==> config.mk <==
export PLATFORM = sky130hd
export DESIGN_NAME = lockable_reg_bank
export DESIGN_NICKNAME = d
export VERILOG_FILES = /design/src/rtl/lrb_pkg.sv /design/src/rtl/lrb_perm.sv /design/src/rtl/lrb_irq.sv /design/src/rtl/lockable_reg_bank.sv
export SDC_FILE = /design/constraint.sdc
export NUM_CORES = 1
export LEC_CHECK = 0
export ABC_AREA = 1
export BUFFER_PORTS_ARGS = -buffer_cell sky130_fd_sc_hd__buf_2
export CAP_MARGIN = 20
export CORE_MARGIN = 10
export CORE_UTILIZATION = 52
export DETAILED_ROUTE_END_ITERATION = 12
export PLACE_DENSITY = 0.77
export SLEW_MARGIN = 40
export SYNTH_ARGS = -nofsm -noshare
export SYNTH_HDL_FRONTEND = slang
export SYNTH_HIERARCHICAL = 1
export SYNTH_SLANG_ARGS = --single-unit
export TNS_END_PERCENT = 50
==> constraint.sdc <==
create_clock -name clk -period 1.95 [get_ports clk]
set_input_delay 0.0975 -clock clk [delete_from_list [all_inputs] [get_ports clk]]
set_output_delay 0.0975 -clock clk [all_outputs]
set_load 0.01 [all_outputs]
==> src/rtl/lrb_pkg.sv <==
// Package: shared constants for the lockable register bank.
// Assumes word addressing with a 4-bit address and a single violation status bit.
package lrb_pkg;
    localparam int ADDR_W = 4;
    localparam int DATA_W = 32;
    localparam int MID_W  = 5;
    localparam int N_MST  = 31;   // master indices 0..N_MST-1 own an enable bit
    localparam int IRQ_W  = 1;    // bit 0 = write violation

    localparam logic [ADDR_W-1:0] A_LOCK = 4'd0;
    localparam logic [ADDR_W-1:0] A_BYP  = 4'd1;
    localparam logic [ADDR_W-1:0] A_STAT = 4'd2;
    localparam logic [ADDR_W-1:0] A_IMSK = 4'd3;
    localparam logic [ADDR_W-1:0] A_IEN  = 4'd4;
    localparam logic [ADDR_W-1:0] A_IDIS = 4'd5;
    localparam logic [ADDR_W-1:0] A_CFG0 = 4'd6;

    localparam logic [N_MST-1:0] BYP_RESET = 31'h0000_0004;
endpackage

==> src/rtl/lrb_perm.sv <==
// Module: write-permission check.
// Decides whether the current write may land. Exempt registers and an open lock
// always pass. Otherwise the requester must be secure and enabled in the bypass mask.
// Assumes the master index is already decoded; indices at or above N_MST have no bit.
module lrb_perm
    import lrb_pkg::*;
(
    input  logic             lock,
    input  logic [N_MST-1:0] byp_mask,
    input  logic [MID_W-1:0] mid,
    input  logic             nonsec,
    input  logic             exempt,
    output logic             allow
);
    logic mid_in_range;
    logic mid_enabled;

    // Look up the requester's enable bit, treating out-of-range indices as disabled.
    always_comb begin
        mid_in_range = (mid < MID_W'(N_MST));
        mid_enabled  = mid_in_range && byp_mask[mid];
    end

    // Combine lock state, exemption, security flag and enable bit.
    always_comb begin
        allow = exempt || !lock || (!nonsec && mid_enabled);
    end
endmodule

==> src/rtl/lrb_irq.sv <==
// Module: violation status, interrupt mask and interrupt output.
// The status bits are sticky and cleared by writing 1 (the clear wins over a
// same-cycle set). The mask is loaded directly, set through the disable register
// and cleared through the enable register. Assumes that the write strobes are already
// qualified by valid/write/address.
module lrb_irq
    import lrb_pkg::*;
(
    input  logic             clk,
    input  logic             rst_n,
    input  logic             viol,
    input  logic             stat_wr,
    input  logic             imsk_wr,
    input  logic             ien_wr,
    input  logic             idis_wr,
    input  logic [IRQ_W-1:0] wbits,
    output logic [IRQ_W-1:0] stat,
    output logic [IRQ_W-1:0] imsk,
    output logic             irq
);
    logic [IRQ_W-1:0] set_v;
    logic [IRQ_W-1:0] clr_v;

    // Build the set and clear vectors for the status register.
    always_comb begin
        set_v    = '0;
        set_v[0] = viol;
        clr_v    = stat_wr ? wbits : '0;
    end

    // Status register: sticky set, clear by writing 1, clear has priority.
    always_ff @(posedge clk) begin
        if (!rst_n) stat <= '0;
        else        stat <= (stat | set_v) & ~clr_v;
    end

    // Mask register: direct load, set through the disable register, clear through the enable register.
    always_ff @(posedge clk) begin
        if (!rst_n)       imsk <= '0;
        else if (imsk_wr) imsk <= wbits;
        else if (idis_wr) imsk <= imsk | wbits;
        else if (ien_wr)  imsk <= imsk & ~wbits;
    end

    // Interrupt is raised when any unmasked status bit is pending.
    always_comb begin
        irq = |(stat & ~imsk);
    end
endmodule

==> src/rtl/lockable_reg_bank.sv <==
// Module: lockable register bank (top).
// Holds the lock bit, the bypass mask and NUM_CFG guarded configuration words.
// Every write passes through lrb_perm; refused writes raise rsp_err and a
// violation in lrb_irq. Reads are combinational and never refused.
// Assumes a single-cycle request and a pre-decoded master index.
module lockable_reg_bank
    import lrb_pkg::*;
#(
    parameter int NUM_CFG = 2
) (
    input  logic              clk,
    input  logic              rst_n,
    input  logic              req_valid,
    input  logic              req_write,
    input  logic [ADDR_W-1:0] req_addr,
    input  logic [DATA_W-1:0] req_wdata,
    input  logic [MID_W-1:0]  req_mid,
    input  logic              req_ns,
    output logic [DATA_W-1:0] rsp_rdata,
    output logic              rsp_err,
    output logic              irq
);
    localparam int CFG_FLAT_W = NUM_CFG * DATA_W;

    logic                  lock_q;
    logic [N_MST-1:0]      mask_q;
    logic [CFG_FLAT_W-1:0] cfg_flat;
    logic [IRQ_W-1:0]      stat_q;
    logic [IRQ_W-1:0]      imsk_q;
    logic                  wr_req;
    logic                  exempt;
    logic                  allow;
    logic                  wr_ok;

    // Classify the request: is it a write, and does it target an exempt register?
    always_comb begin
        wr_req = req_valid && req_write;
        exempt = (req_addr == A_STAT) || (req_addr == A_IMSK) ||
                 (req_addr == A_IEN)  || (req_addr == A_IDIS);
    end

    lrb_perm u_perm (
        .lock     (lock_q),
        .byp_mask (mask_q),
        .mid      (req_mid),
        .nonsec   (req_ns),
        .exempt   (exempt),
        .allow    (allow)
    );

    // Final write enable and same-cycle error response.
    always_comb begin
        wr_ok   = wr_req && allow;
        rsp_err = wr_req && !allow;
    end

    // Lock register: bit 0 is the write-disable bit.
    always_ff @(posedge clk) begin
        if (!rst_n)                          lock_q <= 1'b0;
        else if (wr_ok && req_addr == A_LOCK) lock_q <= req_wdata[0];
    end

    // Bypass mask: only the implemented bits are stored; bit 31 is dropped.
    always_ff @(posedge clk) begin
        if (!rst_n)                          mask_q <= BYP_RESET;
        else if (wr_ok && req_addr == A_BYP) mask_q <= req_wdata[N_MST-1:0];
    end

    // Guarded configuration words, one register per generated slot.
    for (genvar g = 0; g < NUM_CFG; g++) begin : g_cfg
        localparam logic [ADDR_W-1:0] MY_ADDR = ADDR_W'(int'(A_CFG0) + g);
        // Load this configuration word when a permitted write addresses it.
        always_ff @(posedge clk) begin
            if (!rst_n)                           cfg_flat[g*DATA_W +: DATA_W] <= '0;
            else if (wr_ok && req_addr == MY_ADDR) cfg_flat[g*DATA_W +: DATA_W] <= req_wdata;
        end
    end

    lrb_irq u_irq (
        .clk     (clk),
        .rst_n   (rst_n),
        .viol    (rsp_err),
        .stat_wr (wr_ok && req_addr == A_STAT),
        .imsk_wr (wr_ok && req_addr == A_IMSK),
        .ien_wr  (wr_ok && req_addr == A_IEN),
        .idis_wr (wr_ok && req_addr == A_IDIS),
        .wbits   (req_wdata[IRQ_W-1:0]),
        .stat    (stat_q),
        .imsk    (imsk_q),
        .irq     (irq)
    );

    // Read-back multiplexer; enable/disable and unmapped addresses read as zero.
    always_comb begin
        rsp_rdata = '0;
        case (req_addr)
            A_LOCK:  rsp_rdata[0]          = lock_q;
            A_BYP:   rsp_rdata[N_MST-1:0]  = mask_q;
            A_STAT:  rsp_rdata[IRQ_W-1:0]  = stat_q;
            A_IMSK:  rsp_rdata[IRQ_W-1:0]  = imsk_q;
            default: begin
                for (int i = 0; i < NUM_CFG; i++) begin
                    if (req_addr == ADDR_W'(int'(A_CFG0) + i))
                        rsp_rdata = cfg_flat[i*DATA_W +: DATA_W];
                end
            end
        endcase
    end
endmodule

; After elaboration in Yosys (flattened, before gate mapping)
; Index checks and enable logic that the tools add are counted.
[word_totals]
register_bits = 98
word_cells = 59
input_bits = 46
[classes]
mux = 11
order_cmp = 2
n_eq_ne = 7
n_reduce_logical = 25
n_bitwise = 8
[op_table]
columns = cell, count
row1 = two-way mux 32 bit, 2
row2 = case mux 30 bit (2 select lines), 1
row3 = equality test 4 x 3 -> 1 bit (second input constant), 4
row4 = logical AND 1 bit, 13
row5 = equality test 4 x 2 -> 1 bit (second input constant), 2
row6 = less-than comparator 5 x 6 -> 1 bit (second input constant), 1
row7 = two-way mux 1 bit, 6
row8 = binary-select mux 1 bit (select 5 bit), 1
row9 = logical OR 1 bit, 5
row10 = less-than comparator 5 bit (second input constant), 1
row11 = equality test 4 x 1 -> 1 bit (second input constant), 1
row12 = logical NOT 4 bit, 1
row13 = case mux 1 bit (4 select lines), 1
row14 = OR reduction 4 bit, 1
row15 = AND 1 bit, 3
row16 = logical NOT 1 bit, 3
row17 = NOT 1 bit, 3
row18 = nonzero test 3 bit, 1
row19 = OR reduction 3 bit, 1
row20 = bitwise OR 1 bit, 2

; Depth between registers and ports, before layout
[depth]
word_depth = 11
mapped_depth = 21
mapped_depth_nobuf = 18

; Modules after synthesis
; Netlist, hierarchy kept.
[modules_own_cells]
columns = mod, area_per_inst_um2, instances, cells_per_inst
row1 = lockable_reg_bank, 4664.5, 1, 734
row2 = lrb_perm, 474.2, 1, 105
row3 = lrb_irq, 83.8, 1, 12

; Worst setup path after synthesis
; No wires, ideal clock.
[synth_path]
kind = input -> register
from = input req_mid[0]
to = register with a tool-made name
cell_stages = 20
arrival_ns = 1.787
required_ns = 1.832
path_slack_ns = 0.045
n_path_buf = 4
cell_sequence = buf_6 > inv_8 > buf_8 > nor2_4 > nor3_2 > nor2_2 > nand2_1 > nand2_1 > nand2_1 > nand3_1 > nand2_1 > inv_1 > nor2_2 > buf_4 > buf_4 > nand2_1 > nor2_1 > inv_1 > nand3_1 > a21oi_1
[synth_lines]
columns = item, line_no
row1 = from (decl), lockable_reg_bank.sv:17  ; input logic [MID_W-1:0] req_mid,

; Worst setup path in the final report
[layout_path]
from = register mask_q[27]
to = register cfg_flat[29]
[layout_between]
elab_chain_len = 7
[layout_lines]
columns = item, line_no
row1 = from (decl), lockable_reg_bank.sv:26  ; logic [N_MST-1:0] mask_q;
row2 = from (signal assigned), lockable_reg_bank.sv:66  ; else if (wr_ok && req_addr == A_BYP) mask_q <= req_wdata[N_MST-1:0];
row3 = binary-select mux 1 bit (select 5 bit), lrb_perm.sv:21  ; mid_enabled = mid_in_range && byp_mask[mid];
row4 = two-way mux 1 bit (implied by the code), lrb_perm.sv:21
row5 = logical AND 1 bit, lrb_perm.sv:21
row6 = logical AND 1 bit, lrb_perm.sv:26  ; allow = exempt || !lock || (!nonsec && mid_enabled);
row7 = logical OR 1 bit, lrb_perm.sv:26
row8 = via allow, lockable_reg_bank.sv:32  ; logic allow;
row9 = logical AND 1 bit, lockable_reg_bank.sv:53  ; wr_ok = wr_req && allow;
row10 = logical AND 1 bit, lockable_reg_bank.sv:75  ; else if (wr_ok && req_addr == MY_ADDR) cfg_flat[g*DATA_W +: DATA_W] <= req_wdata;
row11 = "to (signal, indexed assignment)", lockable_reg_bank.sv:75
row12 = to (decl), lockable_reg_bank.sv:27  ; logic [CFG_FLAT_W-1:0] cfg_flat;
; The timed path passes the listed nets, and every way through them passes these cells. The select of a mux whose other input is x is not followed.
; A chain may end at the register's enable or synchronous reset.

==> results summary <==
The clock transition at the register clock pins on the worst setup and hold paths after CTS is 100 ps. The sequential fraction of design power came out at 52.4%. At the worst endpoint, the arrival time is 2200 ps.

The async set-reset flop share out of synthesis came out at 0%. Net switching is 26.6% of the power. The slowest stage of the critical path is the sky130_fd_sc_hd__dfxtp_2 cell.

The clock tree buffer depth is 2. The number of distinct library cells after synthesis is 23. Setup repair after global routing could not meet its margin everywhere. The end point of the critical path is cfg_flat[29]. The power density over cell area is 610 nW/um2. The via count of the first global-routing pass was 4767. The final setup skew came out at 16.0 ps. Cells with a size suffix above 1 make up 20.6% of the layout. The synthesized net count came out at 897.

In the routed layout, each cell is associated on average with a via count of 5.00. Per report_power, the clock group accounts for 34.7% of the total. The floorplan has 36 rows.

STA classifies the critical path endpoint as a flop. The final number of max-transition violations is 0. TritonCTS built the clock tree. The number of H-tree branching levels came out at 3. By area the synthesized netlist is led by sky130_fd_sc_hd__dfxtp_1 38%, sky130_fd_sc_hd__nand2_1 19%, sky130_fd_sc_hd__nor2_1 15%. After synthesis, the most frequently instantiated cells are 260 x sky130_fd_sc_hd__nand2_1, 205 x sky130_fd_sc_hd__nor2_1, 146 x sky130_fd_sc_hd__nand3_1. Yosys mapped a number of flops with a built-in enable equal to 0. The floorplan die width is 120 um. The post-synthesis adder-cell area fraction came out at 0%. Traced cell by cell, the critical path runs through inv_1, nand2_1, nand3_1, nand2_1, nand2_1, nand2_1, nand2_1, nand2_1, nand3_2, nand2_4, inv_2, nor2_4, clkbuf_16, clkbuf_16, nand3_1, nand2_1, nor2_1. The per-instance average area after synthesis is 6.14 um2. Summing the areas of all xor and xnor instances in the mapped netlist gives 0% of the synthesized area. After global routing the overflow that remains totals 0. The finished layout holds 1059 standard cells, fillers aside. The cell with the most instances on the worst path is sky130_fd_sc_hd__nand2_1. The longest individual stage delay on the worst path is 350 ps.

Tracing the worst setup path back leads to its startpoint at mask_q[27]. The number of port buffers is 79. The DRC violations left came out at 0. The leakage power of the design is 2.91 nW. The pin count of the biggest net entering global routing came out at 99. The number of stages on the worst setup path is 17.

For this run, the number of Yosys warnings is 6. The number of nets in the layout came out at 967. The total count of hold-check failures in the final report came out at 0. In the post-synthesis netlist, the cell with the most instances is sky130_fd_sc_hd__nand2_1. The number of buffers inserted during clock tree synthesis is 9. The endpoint identified for the worst register-to-register timing path is cfg_flat[29].

The number of sinks handled by clock tree synthesis came out at 98. Routability-driven placement finished with a final weighted congestion of 0.874. The top-level I/O count came out at 80. The worst slack at placement came out at -5.16 ps. The cell type group with the largest total delay on the critical path is simple AND/OR/NAND/NOR gates. Across every metal layer, demand over resource in global routing totals 17.5%. The start of the worst register-to-register path is mask_q[27]. Counting I/O delays and the setup requirement, the final critical path takes 1950 ps. The checks that failed: setup timing. For this run, the leading register cell type out of synthesis is sky130_fd_sc_hd__dfxtp_1.

The placed cell count is 1031. The actual slew at the worst max-slew pin is 432 ps. The detail route stage leaves a number of antenna-violating nets equal to 0.

After synthesis, the largest family of logic cells by area is simple AND/OR/NAND/NOR gates. Summing the sequential cell areas from Yosys gives 37.6% of the chip area. The worst endpoint required time is 2200 ps. The worst-case setup margin in the final layout is -1.64 ps. The post-synthesis instance area came out at 5220 um2. Before antenna repair, the detailed router went through 5 iterations. The peak supply drop is 0.461 mV. The area fraction in and, or, nand and nor cells after synthesis came out at 50.2%. The first-pass GRT wire length came out at 21.8 mm. The growth of design area from synthesis to finish came out at 22.2%. The portion of synthesized cell area occupied by the leading cell type came out at 37.6%. Once the floorplan was initialized, standard cells occupied 53.4% of the core.

The worst setup path is launched from a flop. The total length of routed wires came out at 14.0 mm. The number of antenna repair diodes came out at 0. The setup slack on the worst flop-to-flop path is -2 ps. The total net switching power is 0.00104 W. The cell count after synthesis came out at 851.

In the final routed layout, each cell accounts on average for 13.2 um. The combinational power share came out at 12.9%. The buffering stage count on the worst path with inverters included is 4. The floorplan step defined a die boundary enclosing 14500 um2. The path class of the tightest hold or removal check is in -> reg. The upper clock frequency limit is 512 MHz.

The synthesized netlist devotes 0.671% of its cell area to compound gates. The number of DRC markers in iteration 0 came out at 357. The initial antenna violation count came out at 0. The final setup violation count came out at 1. Summed over all instances, the cell type with the most area after synthesis is sky130_fd_sc_hd__dfxtp_1.

The category of the most critical setup path is reg -> reg. The length in cells of the worst reg-to-reg path is 17. The run finished, with violations left. The area of the placeable core came out at 9770 um2. The worst pin sits at a relative slew slack of 71.2%. The final clock period utilization by the worst path came out at 100%. The number of storage elements in the synthesis netlist came out at 98. The tree is rooted in a sky130_fd_sc_hd__clkbuf_8. The biggest fanout along the worst timing path is 11.

The number of maximum-capacitance constraint violations is 0. The final HPWL from detailed placement is 8.53 mm. The internal portion of total power is 0.00286 W.

Summing over every cut layer, the via total after detailed routing is 5292. Of the post-synthesis cell area, the part taken by muxes is 0%. Clock latency on the worst-skew pair, taken at its later pin, is 360 ps. The die boundary height is 120 um.
-- how the worst min path moves through the flow --
stage,startpoint,slack [ps],endpoint,depth (start not counted)
after floorplan,req_wdata[0],190,u_irq/stat,1
final,req_wdata[31],70,cfg_flat[31],5
after detailed placement,req_wdata[0],330,u_irq/stat,2
after global routing,req_wdata[17],90,cfg_flat[49],5
after CTS,req_wdata[31],70,cfg_flat[31],5
after global placement,req_wdata[0],330,u_irq/stat,2
-- layout make-up --
| cell class | instances | area (um2) |
|---|---|---|
| inverters | 65 | 251 |
| flip-flops and latches | 98 | 1980 |
| fillers | 927 | 3390 |
| clock inverters | 5 | 62.6 |
| multi-input cells | 635 | 2850 |
| well taps | 133 | 166 |
| clock buffers | 11 | 141 |
| repair buffers | 112 | 936 |
-- stage by stage --
stage	area, um2	power [W]	utilization [%]	hold WS (ps)	setup TNS (ps)
floorplan	5220	0.00237	-	187	0
global placement	5720	0.00249	58.5	327	0
detailed placement	5720	0.00249	58.5	328	-10.9
CTS	5940	0.00382	60.8	66.4	0
global route	6380	0.00406	65.3	89.9	-10550
finish	6380	0.00389	65.3	71.6	-1.64
-- routing by layer --
metal	GRT usage (%)	share of wire, %
met3	3.63	6.6
met1	22.6	45
met4	4.60	1.1
met5	0	0
met2	29.2	47
-- cells by family (layout without fill, tap and decap cells) --
family	Yosys count	count (layout)
AND/OR/NAND/NOR	628	628
buffers and inverters	118	193
AO/OA/AOI/OAI	7	7
flip-flops	98	98
-- flip-flops by register name, indices dropped and copies added (netlist names), named ones only --
name and count:
u_irq/stat 1, cfg_flat 64, mask_q 31, lock_q 1
-- power groups by stage --
stage | Combinational, W | Sequential [W] | Clock, W
3_3_place_gp | 0.000404 | 0.00209 | 0
6_report | 0.000502 | 0.00204 | 0.00135
4_1_cts | 0.000409 | 0.00204 | 0.00137
3_5_place_dp | 0.000405 | 0.00209 | 0
5_1_grt | 0.000556 | 0.00205 | 0.00145
2_1_floorplan | 0.000289 | 0.00208 | 0
-- worst register-to-register path, stage by stage (launching register included) --
cell and delay [ps]:
sky130_fd_sc_hd__dfxtp_2 350, sky130_fd_sc_hd__inv_1 50, sky130_fd_sc_hd__nand2_1 50, sky130_fd_sc_hd__nand3_1 110, sky130_fd_sc_hd__nand2_1 90, sky130_fd_sc_hd__nand2_1 50
sky130_fd_sc_hd__nand2_1 50, sky130_fd_sc_hd__nand2_1 50, sky130_fd_sc_hd__nand2_1 60, sky130_fd_sc_hd__nand3_2 90, sky130_fd_sc_hd__nand2_4 110, sky130_fd_sc_hd__inv_2 50
sky130_fd_sc_hd__nor2_4 150, sky130_fd_sc_hd__clkbuf_16 200, sky130_fd_sc_hd__clkbuf_16 160, sky130_fd_sc_hd__nand3_1 90, sky130_fd_sc_hd__nand2_1 100, sky130_fd_sc_hd__nor2_1 40
-- what timing repair did --
| item | 4_1_cts | 5_1_grt |
|---|---|---|
| hold buffers | 2 | 0 |
| hold endpoints to repair | 2 | 0 |
| setup buffers | 0 | 1 |
| setup endpoints to repair | 0 | 99 |
| resized for setup | 0 | 59 |
-- layout by cell type, fill, tap and decap left out, drive strengths merged --
master	netlist	layout
dfxtp	98	98
nand4	1	1
nor4	1	1
inv	65	66
clkinv	0	1
bufinv	0	1
clkinvlp	0	2
dlygate4sd3	0	2
o21ai	4	4
a21oi	3	3
clkbuf	3	18
nor3	3	3
buf	50	103
nand3	147	147
nand2	260	260
nor2	216	216
Note: power is estimated with default switching activity, not from simulation.
